$ cat config.mk
export PLATFORM = sky130hd
export DESIGN_NAME = bus_cycle_seq
export DESIGN_NICKNAME = d
export VERILOG_FILES = /design/src/rtl/bus_cycle_seq.sv
export SDC_FILE = /design/constraint.sdc
export NUM_CORES = 1
export LEC_CHECK = 0
export BUFFER_PORTS_ARGS = -buffer_cell sky130_fd_sc_hd__buf_2
export CAP_MARGIN = 20
export CORE_ASPECT_RATIO = 1.5
export CORE_MARGIN = 2
export CORE_UTILIZATION = 52
export DETAILED_ROUTE_END_ITERATION = 6
export HOLD_SLACK_MARGIN = 0.15
export PLACE_DENSITY = 0.84
export SLEW_MARGIN = 10
export SYNTH_ARGS = -nofsm -noshare
export SYNTH_HDL_FRONTEND = slang
export SYNTH_SLANG_ARGS = --single-unit
$ cat constraint.sdc
create_clock -name clk -period 2.6 [get_ports clk]
set_input_delay 0.26 -clock clk [delete_from_list [all_inputs] [get_ports clk]]
set_output_delay 0.26 -clock clk [all_outputs]
set_load 0.02 [all_outputs]
$ cat src/rtl/bus_cycle_seq.sv
module bus_cycle_seq #(
  parameter int AW = 16,
  parameter int DW = 8
) (
  input  logic          clk,
  input  logic          rst_n,
  input  logic          req_valid,
  input  logic [2:0]    req_kind,
  input  logic [AW-1:0] req_addr,
  input  logic [DW-1:0] req_wdata,
  output logic          req_ack,
  output logic          done,
  output logic [DW-1:0] rdata,
  input  logic          ready,
  input  logic          hold,
  output logic          hlda,
  output logic          bus_oe,
  output logic [AW-DW-1:0] addr_hi,
  output logic [DW-1:0] ad_out,
  output logic          ad_oe,
  input  logic [DW-1:0] ad_in,
  output logic          ale,
  output logic          io_sel,
  output logic          rd_n,
  output logic          wr_n
);
  typedef enum logic [2:0] {S_IDLE, S_T1, S_T2, S_TW, S_T3, S_T4, S_HOLD} st_t;

  st_t           st;
  logic [2:0]    kind_q;
  logic [AW-1:0] addr_q;
  logic [DW-1:0] wdata_q;

  logic is_fetch, is_write, is_io, in_cyc, data_ph, last_t;

  assign is_fetch = (kind_q == 3'd0);
  assign is_write = (kind_q == 3'd2) || (kind_q == 3'd4);
  assign is_io    = (kind_q == 3'd3) || (kind_q == 3'd4);
  assign in_cyc   = (st == S_T1) || (st == S_T2) || (st == S_TW) || (st == S_T3) || (st == S_T4);
  assign data_ph  = (st == S_T2) || (st == S_TW) || (st == S_T3);
  assign last_t   = ((st == S_T3) && !is_fetch) || (st == S_T4);

  assign req_ack = (st == S_IDLE) && req_valid && !hold;
  assign hlda    = (st == S_HOLD);
  assign bus_oe  = (st != S_HOLD);
  assign ale     = (st == S_T1);
  assign io_sel  = in_cyc && is_io;
  assign rd_n    = !(data_ph && !is_write);
  assign wr_n    = !(data_ph && is_write);
  assign addr_hi = addr_q[AW-1:DW];
  assign ad_oe   = (st == S_T1) || (data_ph && is_write);
  assign ad_out  = (st == S_T1) ? addr_q[DW-1:0] : wdata_q;

  always_ff @(posedge clk) begin
    if (!rst_n) begin
      st      <= S_IDLE;
      kind_q  <= 3'd0;
      addr_q  <= '0;
      wdata_q <= '0;
      rdata   <= '0;
      done    <= 1'b0;
    end else begin
      done <= last_t;
      if (st == S_T3 && !is_write) rdata <= ad_in;
      unique case (st)
        S_IDLE: begin
          if (hold) st <= S_HOLD;
          else if (req_valid) begin
            st      <= S_T1;
            kind_q  <= req_kind;
            addr_q  <= req_addr;
            wdata_q <= req_wdata;
          end
        end
        S_T1:   st <= S_T2;
        S_T2:   st <= ready ? S_T3 : S_TW;
        S_TW:   st <= ready ? S_T3 : S_TW;
        S_T3:   st <= is_fetch ? S_T4 : S_IDLE;
        S_T4:   st <= S_IDLE;
        S_HOLD: st <= hold ? S_HOLD : S_IDLE;
        default: st <= S_IDLE;
      endcase
    end
  end


  ale_pulse_chk: assert property (@(posedge clk) disable iff (!rst_n)
    ale |=> !ale);


  ale_drives_addr_chk: assert property (@(posedge clk) disable iff (!rst_n)
    ale |-> ad_oe && rd_n && wr_n);


  strobe_excl_chk: assert property (@(posedge clk) disable iff (!rst_n)
    !(!rd_n && !wr_n));


  release_chk: assert property (@(posedge clk) disable iff (!rst_n)
    hlda |-> !bus_oe && !ad_oe && rd_n && wr_n && !ale);


  wait_stable_chk: assert property (@(posedge clk) disable iff (!rst_n)
    (st == S_TW) |-> $stable(rd_n) && $stable(wr_n) && $stable(ad_oe) && $stable(ad_out));


  done_after_last_chk: assert property (@(posedge clk) disable iff (!rst_n)
    (st == S_T3 || st == S_T4) && $past(st) != S_IDLE && last_t |=> done);


  hold_blocks_ack_chk: assert property (@(posedge clk) disable iff (!rst_n)
    hold |-> !req_ack);
endmodule

==> results.tsv, run 1 <==
stage	metric	value	unit
die	Die Area	4200	sq um
detailed_routing	DRT Pass-1 Iters	4	
critical_path	RR Startpoint	st[2]$_SDFFE_PN0P_	
run	max_cap viols	0	
sta	RSZ-0062 raised after global routing	false	
pwr	Reg power frac	40.5	%
critical_path	reg-to-reg slack, setup	800	ps
critical_path	CP endpoint kind	primary output	
min_path	Hold Startpoint	ad_in[7]	
detailed_routing	Antenna Violating Nets Remaining	0	
clocking	cts bufs inserted	5	
synth	synth unique cells	32	
synth	post-synthesis average cell area	8.75	sq um
clocking	cts repair resizes	0	
sta	Worst Tran Pin Value	785	ps
pwr	Pwr Density	870	nW/um^2
critical_path	CP arrival	1950	ps
synth	Mapped Area	1920	sq um
global_route	gr ovfl total	0	
placement	routability cong.	0.810	
sta	Final Hold Fails	0	
pwr	Switching Power	778	uW
clocking	clock latency on the worst-skew pair	280	ps
sta	crit path time final	2210	ps
detailed_routing	first-iteration detailed-routing DRC count	40	
sta	setup violators final	0	
global_route	antenna violations before repair	0	
critical_path	Critical Path RT	2340	ps
synth	largest family of logic cells by synthesized area	compound AO/OA/AOI/OAI gates	
sta	fmax	452	MHz
global_route	vias in the first global route	1683	
run_status	outcome	complete, no violations	
synth	flops & latches, synth	39	
synth	Seq/Total Area, Yosys	40.8	%
synth	Post-synth EDFFs	0	
pwr	sw frac	39.5	%
synth	post-synthesis simple-gate area fraction	17.0	%
synth	mux cell area share after synthesis	9.47	%
sta	Setup TNS	0	ps
synth	net count after synthesis	259	
clocking	TritonCTS clock tree	built	
global_route	global-route wire length before repair	7220	microns
die	Core Footprint	3610	sq um
synth	XOR/XNOR share of the synthesized area	0.457	%
detailed_routing	average vias per placed instance	5.45	
die	boundary pin count	73	
synth	top post-synthesis cells by area	dfxtp_1 (41%), nand3_1 (7.1%), a21boi_1 (5.5%)	
sta	Rel. slew slack	47.6	%
placement	placed cell area	2180	sq um
die	die width	53.6	microns
min_path	Hold Crit Class	primary input to register	
critical_path	Critical Path Source	st[2]$_SDFFE_PN0P_	
sta	final worst-path cycle share	85.2	%
cells_and_area	Fill cells	347	
placement	Final HPWL DP	3100	microns
synth	Synth Instances	219	
die	Starting Density	53.0	%
pwr	Comb power frac	39.8	%
detailed_routing	DRC Markers	0	
cells_and_area	P&R area growth vs syn	18.3	%
detailed_routing	drt total wl	4370	microns
sta	Final Skew	2.88	ps
pwr	peak supply drop	557	uV
global_route	maximum number of pins on one net before global-route repair	30	
synth	top_reg_cell synth	dfxtp_1	
synth	Yosys top cell area share	40.8	%
pwr	P_int	1190	uW
global_route	GRT Total Usage	22.8	%
synth	asr flop ratio synth	0	%
clocking	Clock Tree Buf Depth	2	
clocking	H-tree depth	2	
pwr	Clock power frac	19.7	%
placement	Port Buffers	72	
critical_path	CP max FO	11	
critical_path	worst setup path class	register to primary output	
cells_and_area	ant diodes	0	
synth	Synth Area in Compound Gates	22.4	%
synth	Ys Warns	0	
pwr	Pleak	0.000979	uW
clocking	Reg clk slew, reported paths	70	ps
cells_and_area	share of layout cells above drive strength 1	34.5	%
synth	Post-Synth Adder-Cell Area	0	%
clocking	Post-CTS Setup Bufs	0	
clocking	CTS Sinks	39	
die	Die Height	78.3	microns
cells_and_area	Final #Nets	314	
detailed_routing	via count	1732	
detailed_routing	routed length per instance	13.7	microns
clocking	Post-CTS Hold Buffers	0	
synth	Synth top cells by count	dfxtp_1 (39), nand3_1 (27), nand2_1 (20)	
clocking	clk root buf	clkbuf_8	
cells_and_area	Finished Cell Area	2270	sq um
synth	leading area contributor after synthesis	dfxtp_1	
synth	most common cell in the netlist	dfxtp_1	
critical_path	crit start category	register	
sta	Final Max Tran Viols	0	
die	number of core rows	27	
-- stage by stage --
stage,power [uW],setup WS [ps],cells,utilization [%],hold WS [ps]
finish,1970,385,318,62.7,217
global route,2100,285,318,62.7,214
CTS,1990,390,318,62.7,212
detailed placement,1600,714,310,60.4,444
global placement,1580,763,310,60.4,444
floorplan,1450,918,219,-,402
-- metal layers --
metal  track usage, %  vias up  wire length, microns
met5                0        -                     0
met4             12.6        0                   134
met3             3.80       10                   187
met2             39.9       48                  2310
met1             24.7      798                  1740
li1                 -      876                     -
-- cell usage in the layout, fill, tap and decap left out, types with 2 or more instances in the layout --
master    count
nand2_1      20
buf_4         4
o21ai_0      19
a21boi_0     13
inv_1         4
a21boi_1     14
nor2_1        5
nand3_1      27
o21ai_1       9
dfxtp_1      39
mux2i_1       8
clkbuf_1      2
buf_2        72
mux2_2        9
clkbuf_8      5
a221oi_1      4
nor3_1        6
-- sequential cells by signal, indices dropped and copies added, names as in the netlist --
| name | cells |
|---|---|
| done | 1 |
| kind_q | 3 |
| rdata | 8 |
| wdata_q | 8 |
| addr_q | 16 |
| st | 3 |
-- worst max-delay path, cell delays in order, from the launching register on --
cell and delay [ps]:
dfxtp_1 430, inv_1 180, and3_1 500, mux2_2 400, buf_2 160
-- cell families after synthesis --
family,after synthesis
mux,17
flops,39
xor+xnor,1
buf+inv,32
compound gates,65
simple gates,65
-- path summary, 6_finish.rpt --
path	endpoint	cells past startpoint
setup / recovery	ad_out[6]	4
hold / removal	rdata[7]$_SDFFE_PN0P_	3
setup reg to reg	rdata[5]$_SDFFE_PN0P_	3
hold reg to reg	rdata[7]$_SDFFE_PN0P_	2
-- power groups by stage --
stage / clock network [uW] / registers, uW / logic (uW)
final: 388 / 799 / 784
after global routing: 422 / 816 / 862
after CTS: 397 / 797 / 792
after detailed placement: 0 / 809 / 789
after global placement: 0 / 802 / 777
after floorplan: 0 / 781 / 670
-- final cells by class --
type / count / area [sq um] / share of cell area [%]
clock buffers: 7 / 76.3 / 3.37
inverters: 4 / 15.0 / 0.663
repair buffers: 76 / 390 / 17.2
multi-input cells: 148 / 945 / 41.7
flip-flops and latches: 39 / 781 / 34.5
well taps: 43 / 53.8 / 2.37
clock inverters: 1 / 5.00 / 0.221
Note: power is estimated with default switching activity, not from simulation.
==> inputs of run 2 (changes only) <==
- REMOVE_ABC_BUFFERS: unset -> 1
==> run 2 against run 1 <==
Net effect:
- clock power grew 36%
- via count is 1.5% higher
- sequential share of layout area decreased by 0.62 points
- global-route usage grew 0.36 points
- die area unchanged
- flip-flop and latch count did not move
- worst hold slack got worse by 18 ps
- largest cell class unchanged
==> results.tsv, run 2 (synthesis results as in run 1) <==
stage	metric	value	unit	change
placement	Final HPWL DP	3030	microns	-2.2%
sta	Final Skew	2.71	ps	-0.171 ps
global_route	gr busiest metal	met2		
cells_and_area	final non-filler cell total	317		-0.31%
critical_path	CP top delay family	simple AND/OR/NAND/NOR gates		
cells_and_area	share of layout cells above drive strength 1	35.0	%	+0.49 points
die	die width	53.6	microns	unchanged
die	Core Footprint	3610	sq um	unchanged
detailed_routing	DRC Markers	0		unchanged
clocking	clock latency on the worst-skew pair	290	ps	about the same
global_route	vias in the first global route	1735		+3.1%
placement	Port Buffers	72		unchanged
sta	Final Hold Fails	0		unchanged
sta	final worst-path cycle share	85.3	%	+0.10 points
global_route	met3 Usage GRT	6.08	%	+2.3 points
detailed_routing	via count	1758		+1.5%
sta	final hold slack	199	ps	-18.3 ps
detailed_routing	Antenna Violating Nets Remaining	0		unchanged
clocking	Reg clk slew, reported paths	80	ps	about the same
sta	setup violators final	0		unchanged
pwr	Pleak	0.000996	uW	+1.8%
detailed_routing	drt total wl	4470	microns	+2.2%
sta	crit path time final	2220	ps	+2.68 ps
sta	RSZ-0062 raised after global routing	false		
global_route	GRT Total Usage	23.1	%	+0.36 points
cells_and_area	commonest cells after routing, fill and taps aside	buf_2 (72), dfxtp_1 (39), nand3_1 (27), nand2_1 (20), o21ai_0 (19)		
detailed_routing	DRT Pass-1 Iters	4		unchanged
critical_path	CP max stage delay	490	ps	about the same
pwr	peak supply drop	621	uV	+12%
sta	Final Max Tran Viols	0		unchanged
placement	routability cong.	0.887		+9.6%
run_status	outcome	complete, no violations		
sta	Worst Tran Pin Value	728	ps	-57.1 ps
placement	dpl cells	309		-0.32%
die	Die Height	78.3	microns	unchanged
clocking	H-tree depth	2		unchanged
critical_path	CP arrival	1960	ps	about the same
detailed_routing	average vias per placed instance	5.55		+1.8%
critical_path	CP endpoint kind	primary output		
cells_and_area	Final #Nets	313		-0.32%
die	Starting Density	53.0	%	unchanged
die	boundary pin count	73		unchanged
cells_and_area	P&R area growth vs syn	20.4	%	
critical_path	worst setup path class	register to primary output		
critical_path	Critical Path Slowest Stage Cell	and3_1		
clocking	Clock Tree Buf Depth	2		unchanged
clocking	clk root buf	clkbuf_8		
critical_path	crit path buf inv count	2		unchanged
global_route	maximum number of pins on one net before global-route repair	46		+53%
cells_and_area	Reg with most FFs	addr_q		
clocking	cts repair resizes	0		unchanged
cells_and_area	ant diodes	0		unchanged
detailed_routing	routed length per instance	14.1	microns	+2.5%
cells_and_area	biggest regs	addr_q x16, rdata x8, wdata_q x8		
global_route	GRT met2 Usage	39.4	%	-0.49 points
clocking	Post-CTS Setup Bufs	0		unchanged
clocking	cts bufs inserted	5		unchanged
clocking	Post-CTS Hold Buffers	0		unchanged
critical_path	crit start category	register		
die	Die Area	4200	sq um	unchanged
detailed_routing	first-iteration detailed-routing DRC count	47		+18%
run	max_cap viols	0		unchanged
clocking	TritonCTS clock tree	built		
critical_path	crit path cell chain	inv_1 -> and3_1 -> mux2_2 -> buf_2		
global_route	antenna violations before repair	0		unchanged
min_path	Hold Crit Class	primary input to register		
critical_path	Critical Path RT	2340	ps	about the same
global_route	global-route wire length before repair	7270	microns	+0.67%
sta	Setup TNS	0	ps	unchanged
cells_and_area	commonest non-fill, non-tap cell in the layout	buf_2		
critical_path	CP max FO	11		unchanged
pwr	Pwr Density	922	nW/um^2	+6.0%
die	number of core rows	27		unchanged
sta	Rel. slew slack	51.1	%	+3.5 points
sta	fmax	451	MHz	-0.12%
clocking	CTS Sinks	39		unchanged
global_route	met1 Use GR	25.2	%	+0.42 points
global_route	gr ovfl total	0		unchanged
cells_and_area	Largest register FFs	16		unchanged
-- run 2: changes by cell type in the layout (fill, tap and decap cells not counted) --
cell | before | now
buf_12 | 0 | 1
buf_4 | 4 | 2
bufinv_16 | 0 | 1
clkbuf_1 | 2 | 0
clkbuf_8 | 5 | 6
-- run 2: per-layer routing --
layer | share of wire, % | vias to the layer above
li1 | - | 868
met2 | 53 | 53
met1 | 40 | 830
met4 | 2.2 | 0
met3 | 4.8 | 7
met5 | 0 | -
-- run 2: path summary, 6_finish.rpt --
| kind | startpoint | endpoint | slack [ps] | depth (start not counted) |
|---|---|---|---|---|
| setup / recovery | st[2]$_SDFFE_PN0P_ | ad_out[4] | 380 | 4 |
| hold reg to reg | rdata[2]$_SDFFE_PN0P_ | rdata[2]$_SDFFE_PN0P_ | 460 | 2 |
| setup reg to reg | st[2]$_SDFFE_PN0P_ | rdata[4]$_SDFFE_PN0P_ | 850 | 3 |
| hold / removal | ad_in[7] | rdata[7]$_SDFFE_PN0P_ | 200 | 3 |
-- run 2: worst min-delay path: stages --
cell	delay [ps]
buf_2	90
nand2_1	40
mux2i_1	50
-- run 2: final cells by class --
cell class                 count  area (sq um)
tap                           43          53.8
timing repair buffer          75           395
multi-input combinational    148           945
clock inverter                 2          35.0
fill                         306          1310
inverter                       4          15.0
sequential                    39           781
clock buffer                   6          82.6
-- run 2: through the flow --
stage / setup WS (ps) / power, uW / area [sq um] / utilization [%]
4_1_cts: 377 / 2140 / 2310 / 63.8
3_5_place_dp: 725 / 1610 / 2190 / 60.6
2_1_floorplan: 903 / 1320 / 1740 / -
3_3_place_gp: 781 / 1590 / 2190 / 60.6
6_report: 383 / 2130 / 2310 / 63.8
5_1_grt: 287 / 2250 / 2310 / 63.8
-- run 2: where the power goes --
part           internal (uW)  switching [uW]  total (uW)
clock                    311             218         529
sequential               695             101         796
combinational            318             484         802
==> inputs of run 3 (changes only) <==
- CORE_UTILIZATION: 52 -> 54
- CTS_BUF_LIST: unset -> sky130_fd_sc_hd__clkbuf_4 sky130_fd_sc_hd__clkbuf_8
- PLACE_DENSITY: 0.84 -> 0.87
==> run 3 against run 2 <==
Net effect:
- first-iteration DRC count fell by 34%
- core utilization rose by 3.1 points
- critical path depth is the same
- global-route usage down 0.068 points
- combinational power fell by 2.7%
- via count rose by 0.11%
- critical path type unchanged
- highest routed layer unchanged
==> results.tsv, run 3 (synthesis results as in run 1) <==
stage	metric	value	unit	change
detailed_routing	average vias per placed instance	5.59		+0.75%
critical_path	crit path buf inv count	2		unchanged
critical_path	CP endpoint kind	primary output		
clocking	cts bufs inserted	5		unchanged
die	boundary pin count	73		unchanged
clocking	clock latency on the worst-skew pair	280	ps	about the same
critical_path	CP top delay family	simple AND/OR/NAND/NOR gates		
sta	crit path time final	2150	ps	-68.6 ps
clocking	CTS Sinks	39		unchanged
sta	Final Hold Fails	0		unchanged
sta	Worst Tran Pin Value	762	ps	+34.6 ps
critical_path	Register-to-Register Path Depth	3		unchanged
die	Core Footprint	3420	sq um	-5.5%
global_route	vias in the first global route	1636		-5.7%
min_path	worst min-delay path endpoint	rdata[0]$_SDFFE_PN0P_		
sta	Final Max Tran Viols	0		unchanged
global_route	gr ovfl total	0		unchanged
run_status	outcome	complete, no violations		
pwr	Pleak	0.000988	uW	-0.85%
clocking	Post-CTS Hold Buffers	0		unchanged
critical_path	worst setup path class	register to primary output		
critical_path	Critical Path Slowest Stage Cell	and3_1		
die	Die Area	4050	sq um	-3.5%
cells_and_area	Reg with most FFs	addr_q		
critical_path	crit path cell chain	inv_1 -> and3_1 -> mux2_2 -> buf_2		
clocking	Reg clk slew, reported paths	70	ps	about the same
global_route	maximum number of pins on one net before global-route repair	46		unchanged
clocking	TritonCTS clock tree	built		
cells_and_area	commonest non-fill, non-tap cell in the layout	buf_2		
placement	dpl cells	307		-0.65%
critical_path	reg2reg end	rdata[7]$_SDFFE_PN0P_		
cells_and_area	final non-filler cell total	315		-0.63%
clocking	clk root buf	clkbuf_8		
sta	RSZ-0062 raised after global routing	false		
clocking	Post-CTS Setup Bufs	0		unchanged
cells_and_area	commonest cells after routing, fill and taps aside	buf_2 (72), dfxtp_1 (39), nand3_1 (27), nand2_1 (20), o21ai_0 (19)		
detailed_routing	DRC Markers	0		unchanged
cells_and_area	Fill cells	292		-4.6%
cells_and_area	ant diodes	0		unchanged
global_route	GRT Total Usage	23.1	%	-0.068 points
placement	routability cong.	0.838		-5.6%
placement	Port Buffers	72		unchanged
critical_path	CP max FO	11		unchanged
sta	Setup TNS	0	ps	unchanged
min_path	Hold Startpoint	ad_in[0]		
critical_path	crit start category	register		
clocking	Clock Tree Buf Depth	2		unchanged
global_route	global-route wire length before repair	7130	microns	-1.9%
critical_path	RR Startpoint	st[2]$_SDFFE_PN0P_		
cells_and_area	biggest regs	addr_q x16, rdata x8, wdata_q x8		
die	number of core rows	26		-3.7%
die	Die Height	76.9	microns	-1.8%
pwr	peak supply drop	567	uV	-8.7%
critical_path	CP max stage delay	460	ps	-30 ps
critical_path	Critical Path RT	2340	ps	about the same
sta	final worst-path cycle share	82.6	%	-2.6 points
detailed_routing	DRT Pass-1 Iters	4		unchanged
run	max_cap viols	0		unchanged
min_path	Hold Crit Class	primary input to register		
clocking	cts repair resizes	0		unchanged
detailed_routing	Antenna Violating Nets Remaining	0		unchanged
sta	Final Skew	1.85	ps	-0.859 ps
cells_and_area	Largest register FFs	16		unchanged
placement	Final HPWL DP	2960	microns	-2.2%
cells_and_area	Final #Nets	312		-0.32%
pwr	Pwr Density	913	nW/um^2	-0.91%
global_route	antenna violations before repair	0		unchanged
die	Starting Density	56.1	%	+3.1 points
cells_and_area	share of layout cells above drive strength 1	34.8	%	-0.24 points
sta	fmax	465	MHz	+3.2%
min_path	Hold Path Cell Cnt	3		unchanged
sta	Rel. slew slack	49.1	%	-2.0 points
critical_path	reg-to-reg slack, setup	870	ps	+20 ps
cells_and_area	P&R area growth vs syn	19.3	%	
detailed_routing	first-iteration detailed-routing DRC count	31		-34%
critical_path	CP arrival	1890	ps	-70 ps
sta	setup violators final	0		unchanged
detailed_routing	via count	1760		+0.11%
clocking	H-tree depth	2		unchanged
detailed_routing	drt total wl	4380	microns	-1.9%
detailed_routing	routed length per instance	13.9	microns	-1.3%
die	die width	52.6	microns	-1.7%
## run 3: tightest hold or removal path, stage by stage
cell and delay, ps:
buf_2 90, nand2_1 40, mux2i_1 50
## run 3: worst max-delay path by stage
| stage | startpoint | to | slack [ps] | cells past startpoint |
|---|---|---|---|---|
| global placement | st[0]$_SDFFE_PN0P_ | ad_out[7] | 790 | 3 |
| finish | st[2]$_SDFFE_PN0P_ | ad_out[2] | 450 | 4 |
| CTS | st[1]$_SDFFE_PN0P_ | ad_out[7] | 430 | 4 |
| detailed placement | st[1]$_SDFFE_PN0P_ | ad_out[2] | 750 | 4 |
| floorplan | st[1]$_SDFFE_PN0P_ | ad_out[0] | 900 | 3 |
| global route | st[2]$_SDFFE_PN0P_ | ad_out[7] | 330 | 4 |
## run 3: cell type report
class,instances,area (sq um),share of cell area (%)
Clock inverter,2,35.0,1.53
Timing Repair Buffer,74,375,16.4
Tap cell,42,52.6,2.30
Sequential cell,39,781,34.2
Clock buffer,6,82.6,3.61
Multi-Input combinational cell,148,945,41.3
Inverter,4,15.0,0.657
## run 3: power breakdown
group	switching [uW]	internal [uW]
Combinational	480	300
Clock	203	310
Sequential	99.0	695
## run 3: through the flow
stage	total power (uW)	util [%]	cell area, sq um	setup WS, ps	hold slack (ps)
floorplan	1320	-	1740	903	387
global placement	1570	63.5	2170	792	440
detailed placement	1590	63.5	2170	747	446
CTS	2100	66.9	2290	430	204
global route	2220	66.9	2290	327	213
finish	2090	66.9	2290	451	213
## run 3: layer usage
layer,routed length [microns],up-vias,global-route usage (%)
met3,302,12,7.39
met1,1690,812,26.0
li1,-,871,-
met5,0,-,0
met2,2280,65,39.0
met4,104,0,8.97
